### src/rtl/dsp_pkg.sv
package dsp_pkg;
  // Per-slot decision flags passed from control to datapath
  typedef struct packed {
    logic take;     // consumed from the front-end queue
    logic alloc;    // holds a reorder-buffer slot
    logic exe;      // execute queue
    logic toWait;   // waiting list
    logic memWait;  // counts as a waiting memory op
    logic lsq;      // load/store queue insert
    logic commit;   // commit-ready mark
    logic nop;      // finished no-op
    logic link;     // dependent of the youngest barrier
    logic bar;      // is a barrier
  } slotStrobe_t;
endpackage

### src/rtl/dsp_ctrl.sv
module dsp_ctrl
  import dsp_pkg::*;
#(
  parameter int DW = 4,
  parameter int ROB_DEPTH = 16,
  parameter int MAX_MEM_WAIT = 4,
  parameter int CNT_W = 8,
  parameter int ROB_W = 5
) (
  input  logic clk,
  input  logic rst,
  input  logic limitEn,
  input  logic lsqFull,
  input  logic [ROB_W-1:0] robUsed,
  input  logic [DW-1:0] inValid,
  input  logic [DW-1:0] inSquash,
  input  logic [DW-1:0] inBarrier,
  input  logic [DW-1:0] inMem,
  input  logic [DW-1:0] inNop,
  input  logic [DW-1:0] inReady,
  input  logic [DW-1:0] inNonSpec,
  input  logic [DW-1:0] inStoreCond,
  input  logic [CNT_W-1:0] waitMemCount,
  input  logic barValid,
  output slotStrobe_t [DW-1:0] st
);
  localparam logic [ROB_W:0] ROB_LIM = (ROB_W+1)'(ROB_DEPTH);
  localparam logic [CNT_W:0] MEM_LIM = (CNT_W+1)'(MAX_MEM_WAIT);
  localparam logic [ROB_W:0] ONE_R = 1;
  localparam logic [CNT_W:0] ONE_M = 1;

  logic [ROB_W:0] robAcc;
  logic [CNT_W:0] memAcc;
  logic halt;
  logic barPres;

  always_comb begin
    robAcc = {1'b0, robUsed};
    memAcc = {1'b0, waitMemCount};
    halt = limitEn & lsqFull;
    barPres = barValid;
    st = '0;
    for (int i = 0; i < DW; i++) begin
      if (!halt) begin
        if (robAcc >= ROB_LIM || memAcc >= MEM_LIM || !inValid[i]) begin
          halt = 1'b1;
        end else if (inSquash[i]) begin
          st[i].take = 1'b1;
        end else begin
          st[i].take = 1'b1;
          st[i].alloc = 1'b1;
          robAcc = robAcc + ONE_R;
          if (inBarrier[i]) begin
            st[i].link = barPres;
            st[i].bar = 1'b1;
            st[i].commit = 1'b1;
            barPres = 1'b1;
          end else if (inReady[i] && !inNonSpec[i] && !inStoreCond[i]) begin
            if (inMem[i]) begin
              st[i].lsq = 1'b1;
              if (barPres) begin
                st[i].link = 1'b1;
                st[i].toWait = 1'b1;
                st[i].memWait = 1'b1;
              end else begin
                st[i].exe = 1'b1;
              end
            end else if (inNop[i]) begin
              st[i].nop = 1'b1;
              st[i].commit = 1'b1;
            end else begin
              st[i].exe = 1'b1;
            end
          end else begin
            st[i].toWait = 1'b1;
            st[i].commit = inNonSpec[i] | inStoreCond[i];
            if (inMem[i]) begin
              st[i].lsq = 1'b1;
              st[i].memWait = 1'b1;
              st[i].link = barPres;
            end
          end
          if (st[i].memWait) memAcc = memAcc + ONE_M;
        end
      end
    end
  end

  logic [DW-1:0] allocVec;
  logic [DW-1:0] takeVec;
  for (genvar g = 0; g < DW; g++) begin : g_vec
    assign allocVec[g] = st[g].alloc;
    assign takeVec[g] = st[g].take;

    // a discarded squashed slot drives nothing else
    a_r4_squash_clean: assert property (@(posedge clk) disable iff (rst)
      (st[g].take && inSquash[g]) |->
        !(st[g].alloc || st[g].exe || st[g].toWait || st[g].lsq || st[g].commit || st[g].nop || st[g].link));

    // at most one destination per slot
    a_r7_one_route: assert property (@(posedge clk) disable iff (rst)
      $onehot0({st[g].exe, st[g].toWait, st[g].nop}));
  end

  // allocations never push occupancy past capacity
  a_r1_rob_cap: assert property (@(posedge clk) disable iff (rst)
    (int'(robUsed) <= ROB_DEPTH) |-> (int'(robUsed) + $countones(allocVec) <= ROB_DEPTH));

  // a full load/store queue under limitEn stops all dispatch
  a_r3_lsq_halt: assert property (@(posedge clk) disable iff (rst)
    (limitEn && lsqFull) |-> (takeVec == '0));
endmodule

### src/rtl/dsp_data.sv
module dsp_data
  import dsp_pkg::*;
#(
  parameter int DW = 4,
  parameter int SEQ_W = 8,
  parameter int CNT_W = 8,
  parameter int MAX_MEM_WAIT = 4,
  parameter int PW = 3
) (
  input  logic clk,
  input  logic rst,
  input  slotStrobe_t [DW-1:0] st,
  input  logic [DW*SEQ_W-1:0] inSeq,
  input  logic [CNT_W-1:0] waitLeave,
  input  logic [CNT_W-1:0] memLeave,
  input  logic barRetire,
  input  logic [SEQ_W-1:0] barRetireSeq,
  output logic [PW-1:0] popCount,
  output logic [DW-1:0] exePush,
  output logic [DW-1:0] waitPush,
  output logic [DW-1:0] lsqPush,
  output logic [DW-1:0] commitMark,
  output logic [DW-1:0] nopFinish,
  output logic [DW-1:0] linkValid,
  output logic [DW*SEQ_W-1:0] linkParent,
  output logic [PW-1:0] wbTally,
  output logic [CNT_W-1:0] waitCount,
  output logic [CNT_W-1:0] waitMemCount,
  output logic barValid,
  output logic [SEQ_W-1:0] barSeq
);
  localparam logic [PW-1:0] ONE_P = 1;
  localparam logic [CNT_W-1:0] ONE_C = 1;
  localparam logic [CNT_W-1:0] MEM_CAP = CNT_W'(MAX_MEM_WAIT);

  logic [CNT_W-1:0] addW;
  logic [CNT_W-1:0] addM;
  logic [SEQ_W-1:0] chainS;
  logic chainV;
  logic anyBar;
  logic [DW-1:0] chainBefore;

  always_comb begin
    chainV = barValid;
    chainS = barSeq;
    anyBar = 1'b0;
    addW = '0;
    addM = '0;
    popCount = '0;
    wbTally = '0;
    linkParent = '0;
    chainBefore = '0;
    for (int i = 0; i < DW; i++) begin
      exePush[i] = st[i].exe;
      waitPush[i] = st[i].toWait;
      lsqPush[i] = st[i].lsq;
      commitMark[i] = st[i].commit;
      nopFinish[i] = st[i].nop;
      linkValid[i] = st[i].link;
      chainBefore[i] = chainV;
      if (st[i].link) linkParent[i*SEQ_W +: SEQ_W] = chainS;
      if (st[i].bar) begin
        chainV = 1'b1;
        chainS = inSeq[i*SEQ_W +: SEQ_W];
        anyBar = 1'b1;
      end
      if (st[i].take) popCount = popCount + ONE_P;
      if (st[i].nop) wbTally = wbTally + ONE_P;
      if (st[i].toWait) addW = addW + ONE_C;
      if (st[i].memWait) addM = addM + ONE_C;
    end
  end

  always_ff @(posedge clk) begin
    if (rst) begin
      waitCount <= '0;
      waitMemCount <= '0;
      barValid <= 1'b0;
      barSeq <= '0;
    end else begin
      waitCount <= waitCount + addW - waitLeave;
      waitMemCount <= waitMemCount + addM - memLeave;
      if (anyBar) begin
        barValid <= 1'b1;
        barSeq <= chainS;
      end else if (barRetire && barValid && barRetireSeq == barSeq) begin
        barValid <= 1'b0;
      end
    end
  end

  logic [DW-1:0] barVec;
  for (genvar g = 0; g < DW; g++) begin : g_chk
    assign barVec[g] = st[g].bar;
    // every link has an outstanding parent barrier
    a_r5_link_parent: assert property (@(posedge clk) disable iff (rst)
      st[g].link |-> chainBefore[g]);
  end

  // a dispatched barrier is outstanding on the next clock
  a_r5_bar_young: assert property (@(posedge clk) disable iff (rst)
    (|barVec) |=> barValid);

  // waiting memory ops stay within the configured maximum
  a_r2_mem_cap: assert property (@(posedge clk) disable iff (rst)
    waitMemCount <= MEM_CAP);

  // a matching retirement without a new barrier clears the register
  a_r12_retire: assert property (@(posedge clk) disable iff (rst)
    (barRetire && barValid && barRetireSeq == barSeq && !(|barVec)) |=> !barValid);
endmodule

### src/rtl/dsp_steer.sv
module dsp_steer
  import dsp_pkg::*;
#(
  parameter int MACHINE_WIDTH = 4,
  parameter int DISPATCH_WIDTH = 0,
  parameter int ROB_DEPTH = 16,
  parameter int MAX_MEM_WAIT = 4,
  parameter int SEQ_W = 8,
  parameter int CNT_W = 8,
  localparam int DW = (DISPATCH_WIDTH == 0) ? MACHINE_WIDTH : DISPATCH_WIDTH,
  localparam int ROB_W = $clog2(ROB_DEPTH + 1),
  localparam int PW = $clog2(DW + 1)
) (
  input  logic clk,
  input  logic rst,
  input  logic limitEn,
  input  logic lsqFull,
  input  logic [ROB_W-1:0] robUsed,
  input  logic [DW-1:0] inValid,
  input  logic [DW-1:0] inSquash,
  input  logic [DW-1:0] inBarrier,
  input  logic [DW-1:0] inMem,
  input  logic [DW-1:0] inNop,
  input  logic [DW-1:0] inReady,
  input  logic [DW-1:0] inNonSpec,
  input  logic [DW-1:0] inStoreCond,
  input  logic [DW*SEQ_W-1:0] inSeq,
  input  logic [CNT_W-1:0] waitLeave,
  input  logic [CNT_W-1:0] memLeave,
  input  logic barRetire,
  input  logic [SEQ_W-1:0] barRetireSeq,
  output logic [PW-1:0] popCount,
  output logic [DW-1:0] exePush,
  output logic [DW-1:0] waitPush,
  output logic [DW-1:0] lsqPush,
  output logic [DW-1:0] commitMark,
  output logic [DW-1:0] nopFinish,
  output logic [DW-1:0] linkValid,
  output logic [DW*SEQ_W-1:0] linkParent,
  output logic [PW-1:0] wbTally,
  output logic [CNT_W-1:0] waitCount,
  output logic [CNT_W-1:0] waitMemCount,
  output logic youngValid,
  output logic [SEQ_W-1:0] youngSeq
);
  slotStrobe_t [DW-1:0] strobes;

  dsp_ctrl #(
    .DW(DW), .ROB_DEPTH(ROB_DEPTH), .MAX_MEM_WAIT(MAX_MEM_WAIT),
    .CNT_W(CNT_W), .ROB_W(ROB_W)
  ) u_ctrl (
    .clk(clk), .rst(rst), .limitEn(limitEn), .lsqFull(lsqFull),
    .robUsed(robUsed), .inValid(inValid), .inSquash(inSquash),
    .inBarrier(inBarrier), .inMem(inMem), .inNop(inNop),
    .inReady(inReady), .inNonSpec(inNonSpec), .inStoreCond(inStoreCond),
    .waitMemCount(waitMemCount), .barValid(youngValid), .st(strobes)
  );

  dsp_data #(
    .DW(DW), .SEQ_W(SEQ_W), .CNT_W(CNT_W), .MAX_MEM_WAIT(MAX_MEM_WAIT), .PW(PW)
  ) u_data (
    .clk(clk), .rst(rst), .st(strobes), .inSeq(inSeq),
    .waitLeave(waitLeave), .memLeave(memLeave),
    .barRetire(barRetire), .barRetireSeq(barRetireSeq),
    .popCount(popCount), .exePush(exePush), .waitPush(waitPush),
    .lsqPush(lsqPush), .commitMark(commitMark), .nopFinish(nopFinish),
    .linkValid(linkValid), .linkParent(linkParent), .wbTally(wbTally),
    .waitCount(waitCount), .waitMemCount(waitMemCount),
    .barValid(youngValid), .barSeq(youngSeq)
  );
endmodule

### config.mk
export PLATFORM = sky130hd
export DESIGN_NAME = dsp_steer
export DESIGN_NICKNAME = d
export VERILOG_FILES = /design/src/rtl/dsp_pkg.sv /design/src/rtl/dsp_ctrl.sv /design/src/rtl/dsp_data.sv /design/src/rtl/dsp_steer.sv
export SDC_FILE = /design/constraint.sdc
export NUM_CORES = 1
export LEC_CHECK = 0
export BUFFER_PORTS_ARGS = -buffer_cell sky130_fd_sc_hd__clkbuf_2
export CAP_MARGIN = 20
export CORE_MARGIN = 1.5
export CORE_UTILIZATION = 47
export CTS_BUF_LIST = sky130_fd_sc_hd__clkbuf_16
export DETAILED_ROUTE_END_ITERATION = 7
export HOLD_SLACK_MARGIN = 0.1
export PLACE_DENSITY = 0.8
export SYNTH_ARGS = -nofsm -noshare
export SYNTH_HDL_FRONTEND = slang
export SYNTH_SLANG_ARGS = --single-unit
export TNS_END_PERCENT = 1
### constraint.sdc
create_clock -name clk -period 6.7 [get_ports clk]
set_input_delay 0.335 -clock clk [delete_from_list [all_inputs] [get_ports clk]]
set_output_delay 0.335 -clock clk [all_outputs]
set_load 0.05 [all_outputs]
# Yosys cells after proc, flatten, opt, wreduce, memory -nomap -nowiden
# Cells that the tools add are included.
totals:
  regBits: 25
  inputBits: 98
  output_inout_bits: 87
  word_cells: 241
op_classes:
  add_sub_neg: 22
  n_lt_le_gt_ge: 8
  eq_ne: 1
  muxes: 170
  n_bitwise: 5
  reduce_logical: 31
ops:
  columns: ["cell", "count"]
  rows:
  - ["$mux 9", 16]
  - ["$mux 8", 14]
  - ["$mux 1", 80]
  - ["$mux 10", 8]
  - ["$mux 4", 17]
  - ["$mux 6", 9]
  - ["$add 8x1->8 const B", 4]
  - ["$mux 2", 16]
  - ["$mux 3", 10]
  - ["$ge 9x3->1 const B", 3]
  - ["$add 9x1->9 const B", 2]
  - ["$ge 6x5->1 const B", 3]
  - ["$add 8x8->8", 2]
  - ["$sub 8x8->8", 2]
  - ["$add 3x1->3 const B", 4]
  - ["$add 6x1->6 const B", 2]
  - ["$logic_not 1->1", 12]
  - ["$logic_and 1x1->1", 10]
  - ["$add 8x1->9 const B", 1]
  - ["$add 1x1->2 const B", 4]
  - ["$eq 8x8->1", 1]
  - ["$ge 8x3->1 const B", 1]
  - ["$logic_or 1x1->1", 8]
  - ["$add 5x1->6 const B", 1]
  - ["other kinds (4)", 7]

# Depth between registers and ports, before layout
depth:
  ltp_word: 38
  depth_mapped: 27

# Modules after synthesis
# From an unflattened synthesis, not the netlist that was laid out.
hier_totals:
  hier_cells: 523
  area_unflattened_um2: 4030.1
modules_own_cells:
  columns: ["mod", "instances", "cells_each", "area_per_inst_um2", "seq_area_each_um2"]
  rows:
  - ["dsp_data", 1, 364, 3005.4, 500.5]
  - ["dsp_ctrl", 1, 159, 1024.7, 0.0]

# Worst setup path before layout
# No wires, ideal clock.
synth_timing:
  path_type: "reg-to-reg"
  from: "register u_data.waitMemCount[5]"
  to: "register u_data.waitCount[7]"
  setup_ns: 0.128
  arrival_ns: 7.672
  path_slack_ns: -1.099
  path_stages_with_launch: 27
  n_path_buf: 0
  synth_period_minus_slack_ns: 7.799
  cell_sequence: "dfxtp_1 nor4b_2 nand3_1 nor2_1 and2_1 nand2_1 xnor2_1 inv_1 ha_1 nor3b_1 and3_1 a21o_1 or2_2 a311oi_1 xor2_1 ha_1 mux2_2 fa_1 ha_1 a21o_1 a21oi_1 o21bai_1 a21oi_1 o21bai_1 a21oi_1 xnor2_1 nor2_1"
synth_via:
  word_cells_on_any_way: 94
  cone_classes: "add/sub (10); order compare (7); mux (69); reduce/logical (8)"
synth_lines:
  columns: ["element", "line_no", "rtl"]
  rows:
  - ["from (decl)", "dsp_data.sv:28", "output logic [CNT_W-1:0] waitMemCount,"]
  - ["from (signal assigned)", "dsp_data.sv:82", "waitMemCount <= waitMemCount + addM - memLeave;"]
  - ["parallel branches: the longest is 20 deep, another holds $add 8x1->9", null, null]
  - ["$mux 10 *", "dsp_ctrl.sv:44", "if (!halt) begin"]
  - ["net waitPush[2]", "dsp_steer.sv:34", "output logic [DW-1:0] waitPush,"]
  - ["$mux 8 *", "dsp_data.sv:69", "if (st[i].toWait) addW = addW + ONE_C;"]
  - ["$add 8x1->8", "dsp_data.sv:69", null]
  - ["$mux 8 *", "dsp_data.sv:69", null]
  - ["$add 8x8->8 *", "dsp_data.sv:81", "waitCount <= waitCount + addW - waitLeave;"]
  - ["$sub 8x8->8 *", "dsp_data.sv:81", null]
  - ["to (signal assigned)", "dsp_data.sv:81", null]
  - ["to (decl)", "dsp_data.sv:27", "output logic [CNT_W-1:0] waitCount,"]
# Mark *: on every way through the listed nets, which the timed path passes. The select of a mux whose other input is x is not followed.
# A chain may end at the register's enable or synchronous reset.

# Worst setup path in the final report
layout_timing:
  from: "register u_data.waitMemCount[5]"
  to: "register u_data.waitMemCount[7]"
layout_via:
  elab_chain_cells: 31
  word_cells_on_any_way: 94
  cone_classes: "add/sub (10); order compare (7); mux (69); reduce/logical (8)"
layout_lines:
  columns: ["element", "line_no"]
  rows:
  - ["parallel branches: the longest is 29 deep, another holds $add 8x1->9", null]
  - ["$add 8x8->8 *", "dsp_data.sv:82"]
  - ["$sub 8x8->8 *", "dsp_data.sv:82"]
# Mark *: on every way between the ends. The select of a mux whose other input is x is not followed.

==> results list <==
- # setup viols final: 0
- The worst setup path is captured at a register.
- The startpoint identified for the worst hold timing path is inSeq[25].
- RSZ-0062 raised after global routing: no
- Min Tclk post-route: 6.24 ns
- Count of cell types in the netlist: 57
- Minimum setup slack after placement: 0.475 ns
* Post-place instance area: 4520 um^2
- Overflow after GRT: 0
- Chip width: 88.9 um
- Of the total synthesized cell area, the portion taken by AND, OR, NAND and NOR gates is 0.290.
- The number of antenna violations at the first check in global routing came to 0.
* Clock transition at the registers of the reported paths: 0.07 ns
- Clock Sinks: 25
* Post-detailed-route wirelength per cell: 14.6 um
- Detailed placement HPWL: 9.21 mm
- Start of the worst register-to-register path: u_data.waitMemCount[5]
- Final cell count without fillers: 732
* Clock tree skew after final layout: 0.00416 ns
- Start-to-end type of the worst setup path: register to register
- Post-detailed-route count of antenna-violating nets: 0
- Total chip power: 0.000923 W
- Share of the synthesized area in compound gates (AO/OA/AOI/OAI): 0.104
- Post-layout instance area: 4610 um^2
- Pin slew with the least headroom to its limit: 0.845 ns
- The number of buffers and inverters on the critical path is 1.
- Entering global routing, the biggest net connects 26 pins.
- Of the total synthesized cell area, the portion taken by full adders, half adders and majority gates is 0.187.
- # diodes: 0
- The critical path starts at u_data.waitMemCount[5].
* Cts-stage hold buffer count: 0
- Layout overhead on the synthesized area: 32.9%
- The share of synthesized area in the top cell type comes to 0.144.
- Among all flip-flop cells after synthesis, the most frequent one is sky130_fd_sc_hd__dfxtp_1.
- Critical path arrival: 6.37 ns
- Highest cell delay on the worst timing path: 0.57 ns
- Leakage power total: 2.57 nW
- Routed WL: 10.7 mm
* Number of search-and-repair iterations in the first detailed-routing pass: 5
* Main combinational cell family by area after synthesis: simple AND/OR/NAND/NOR gates
* Number of buffers added on ports: 184
- Fill cell count: 664
- The Yosys step of the flow raised 0 warnings.
* Number of top-level pins: 185
* Number of levels in the clock H-tree: 1
* Number of synthesized flops with an enable pin: 0
- Placed Instances: 728
- The core region is 7180 um^2.
* Count of state elements after synthesis: 25
* Initial standard-cell utilization of the core: 0.483
* Critical Path RT: 6.83 ns
- Clock tree from TritonCTS: done
- Via count of the routed design: 3841
- The cell count after synthesis came out at 450.
- Total routing usage reported by global routing: 0.248
- The later pin in the worst-skew pair is clocked with a latency of 0.26 ns.
- Crit start category: register
* Mux cell area share after synthesis: 0.0949
* CP delay by family, top: simple AND/OR/NAND/NOR gates
- The number of pins exceeding their max-slew limit in the final report is 0.
* Avg Inst Size Synth: 7.70 um^2
* Area of the multi-input gates: 2720 um^2
- Of the cells placed in the final design, the portion with a size suffix greater than 1 is 0.330.
- After the last flow step, the layout net total stands at 779.
- Of all cell types, the one taking the most synthesized area is sky130_fd_sc_hd__dfxtp_1.
- Clock tree root driver cell: sky130_fd_sc_hd__clkbuf_16
* Max-capacitance violation count: 0
* Fin crit share: 0.931
- Measured against its own limit, the worst slew margin works out to 0.429.
* Combined area of all synthesized cells: 3470 um^2
* Run status: finished clean
* Setup TNS: 0 ns
- Xor and xnor fraction of the mapped netlist area: 0.100
- Commonest non-fill, non-tap cell in the layout: sky130_fd_sc_hd__clkbuf_2
- Largest driver fanout on the critical path: 7
- Number of resized instances in the post-cts repair step: 0
* Number of placement rows: 31
- Wire length of the first global-routing pass: 15.4 mm
- Sorting the synthesized cells by area gives the leading types as sky130_fd_sc_hd__dfxtp_1 14%, sky130_fd_sc_hd__ha_1 14%, sky130_fd_sc_hd__mux2i_1 8.1%.
- DRC Markers: 0
* Number of endpoints with negative hold slack in the final report: 0
- Clock buffer count from CTS: 3
- Using the TritonRoute via totals, the vias-per-cell ratio works out to 5.25.
- The number of global-route vias before repair was 3348.
- Once routing completed, OpenROAD measured the worst setup slack at 0.460 ns.
* Max clock buf depth: 2
- The worst-case IR drop observed on VDD is 213 uV.
* Die outline height: 88.9 um
- Share of synthesized registers carrying an async set or reset: 0
* Final weighted congestion of routability-driven global placement: 0.921
* Post-synth net total: 595
- Footprint of the flip-flops and latches: 500 um^2
* Sequential element share of the synthesized area: 0.144
* Power per cell area: 200 nW/um^2
- Slowest CP cell: sky130_fd_sc_hd__nor4b_2
* DRC violation total after the first TritonRoute iteration: 224
- The die covers 7900 um^2.
- Timing would allow up to 160 MHz.
- Buffers added to address setup during post-CTS repair amount to 0.
- In this run the worst hold path is classified as primary input to register.
- The top cell types in the final layout, fill and taps aside, are 184 x sky130_fd_sc_hd__clkbuf_2, 58 x sky130_fd_sc_hd__inv_1, 55 x sky130_fd_sc_hd__nor2_1.
report_power, final:
group          leakage (nW)  switching [W]  internal [W]
logic                  2.32       0.000350      0.000210
registers             0.206      0.0000417      0.000186
clock network        0.0371      0.0000542     0.0000810
synth_stat cells, types with 2 or more instances:
master,instances
sky130_fd_sc_hd__inv_1,58
sky130_fd_sc_hd__nor2_1,55
sky130_fd_sc_hd__ha_1,39
sky130_fd_sc_hd__mux2i_1,28
sky130_fd_sc_hd__dfxtp_1,25
sky130_fd_sc_hd__nand2_1,22
sky130_fd_sc_hd__xnor2_1,21
sky130_fd_sc_hd__nor2b_1,17
sky130_fd_sc_hd__xor2_1,16
sky130_fd_sc_hd__o21ai_0,15
sky130_fd_sc_hd__nand3_1,14
sky130_fd_sc_hd__a21oi_1,13
sky130_fd_sc_hd__and2_1,12
sky130_fd_sc_hd__nor3_1,12
sky130_fd_sc_hd__fa_1,8
sky130_fd_sc_hd__and3_1,7
sky130_fd_sc_hd__clkbuf_1,6
sky130_fd_sc_hd__nand4_1,6
sky130_fd_sc_hd__nor3b_1,5
sky130_fd_sc_hd__o21bai_1,5
sky130_fd_sc_hd__or3_1,5
sky130_fd_sc_hd__nor4_1,4
sky130_fd_sc_hd__a21o_1,3
sky130_fd_sc_hd__buf_2,3
sky130_fd_sc_hd__mux2_2,3
sky130_fd_sc_hd__nand4b_1,3
sky130_fd_sc_hd__o211ai_1,3
sky130_fd_sc_hd__or4_1,3
sky130_fd_sc_hd__a2111oi_0,2
sky130_fd_sc_hd__and4b_1,2
sky130_fd_sc_hd__conb_1,2
sky130_fd_sc_hd__nand2b_1,2
sky130_fd_sc_hd__nand3b_1,2
sky130_fd_sc_hd__nor4b_1,2
sky130_fd_sc_hd__nor4bb_1,2
sky130_fd_sc_hd__o2111ai_1,2
sky130_fd_sc_hd__o21a_1,2
sky130_fd_sc_hd__or3_4,2
path summary, 6_finish.rpt:
path | depth (start not counted) | slack (ns) | end
setup / recovery | 26 | 0.46 | u_data.waitMemCount[7]
hold / removal | 3 | 0.33 | u_data.barSeq[1]
setup reg to reg | 26 | 0.46 | u_data.waitMemCount[7]
hold reg to reg | 4 | 0.77 | u_data.waitCount[7]
cells by family after synthesis:
family	after synthesis
AO/OA/AOI/OAI	53
XOR/XNOR	38
adder cells (fa/ha/maj)	47
buffers and inverters	69
flip-flops	25
multiplexers	32
other	2
AND/OR/NAND/NOR	184
per-layer routing:
layer  track usage  vias to the layer above  part of all wire
met1         0.335                     1777              0.43
met5             0                        -                 0
met2         0.431                      157              0.49
li1              -                     1899                 -
met4        0.0511                        0            0.0059
met3        0.0249                        8             0.069
through the flow:
| step | hold WS (ns) | util |
|---|---|---|
| finish | 0.327 | 0.642 |
| floorplan | 0.407 | - |
| global route | 0.346 | 0.642 |
| detailed placement | 0.586 | 0.631 |
| global placement | 0.582 | 0.631 |
| CTS | 0.328 | 0.642 |
final cells by class:
cell class	count	share of cell area
Clock buffer	3	0.0163
Clock inverter	1	0.00163
Inverter	58	0.0473
Multi-Input combinational cell	356	0.590
Sequential cell	25	0.109
Tap cell	99	0.0269
Timing Repair Buffer	190	0.210
worst min-delay path: stages:
cell,delay [ns]
sky130_fd_sc_hd__clkbuf_2,0.07
sky130_fd_sc_hd__mux2i_1,0.06
sky130_fd_sc_hd__nor2_1,0.08
state kept, by name (all words and copies together) (netlist names):
register and count:
u_data.waitCount 8, u_data.barValid 1, u_data.barSeq 8, u_data.waitMemCount 8
(Power assumes the default switching activity.)
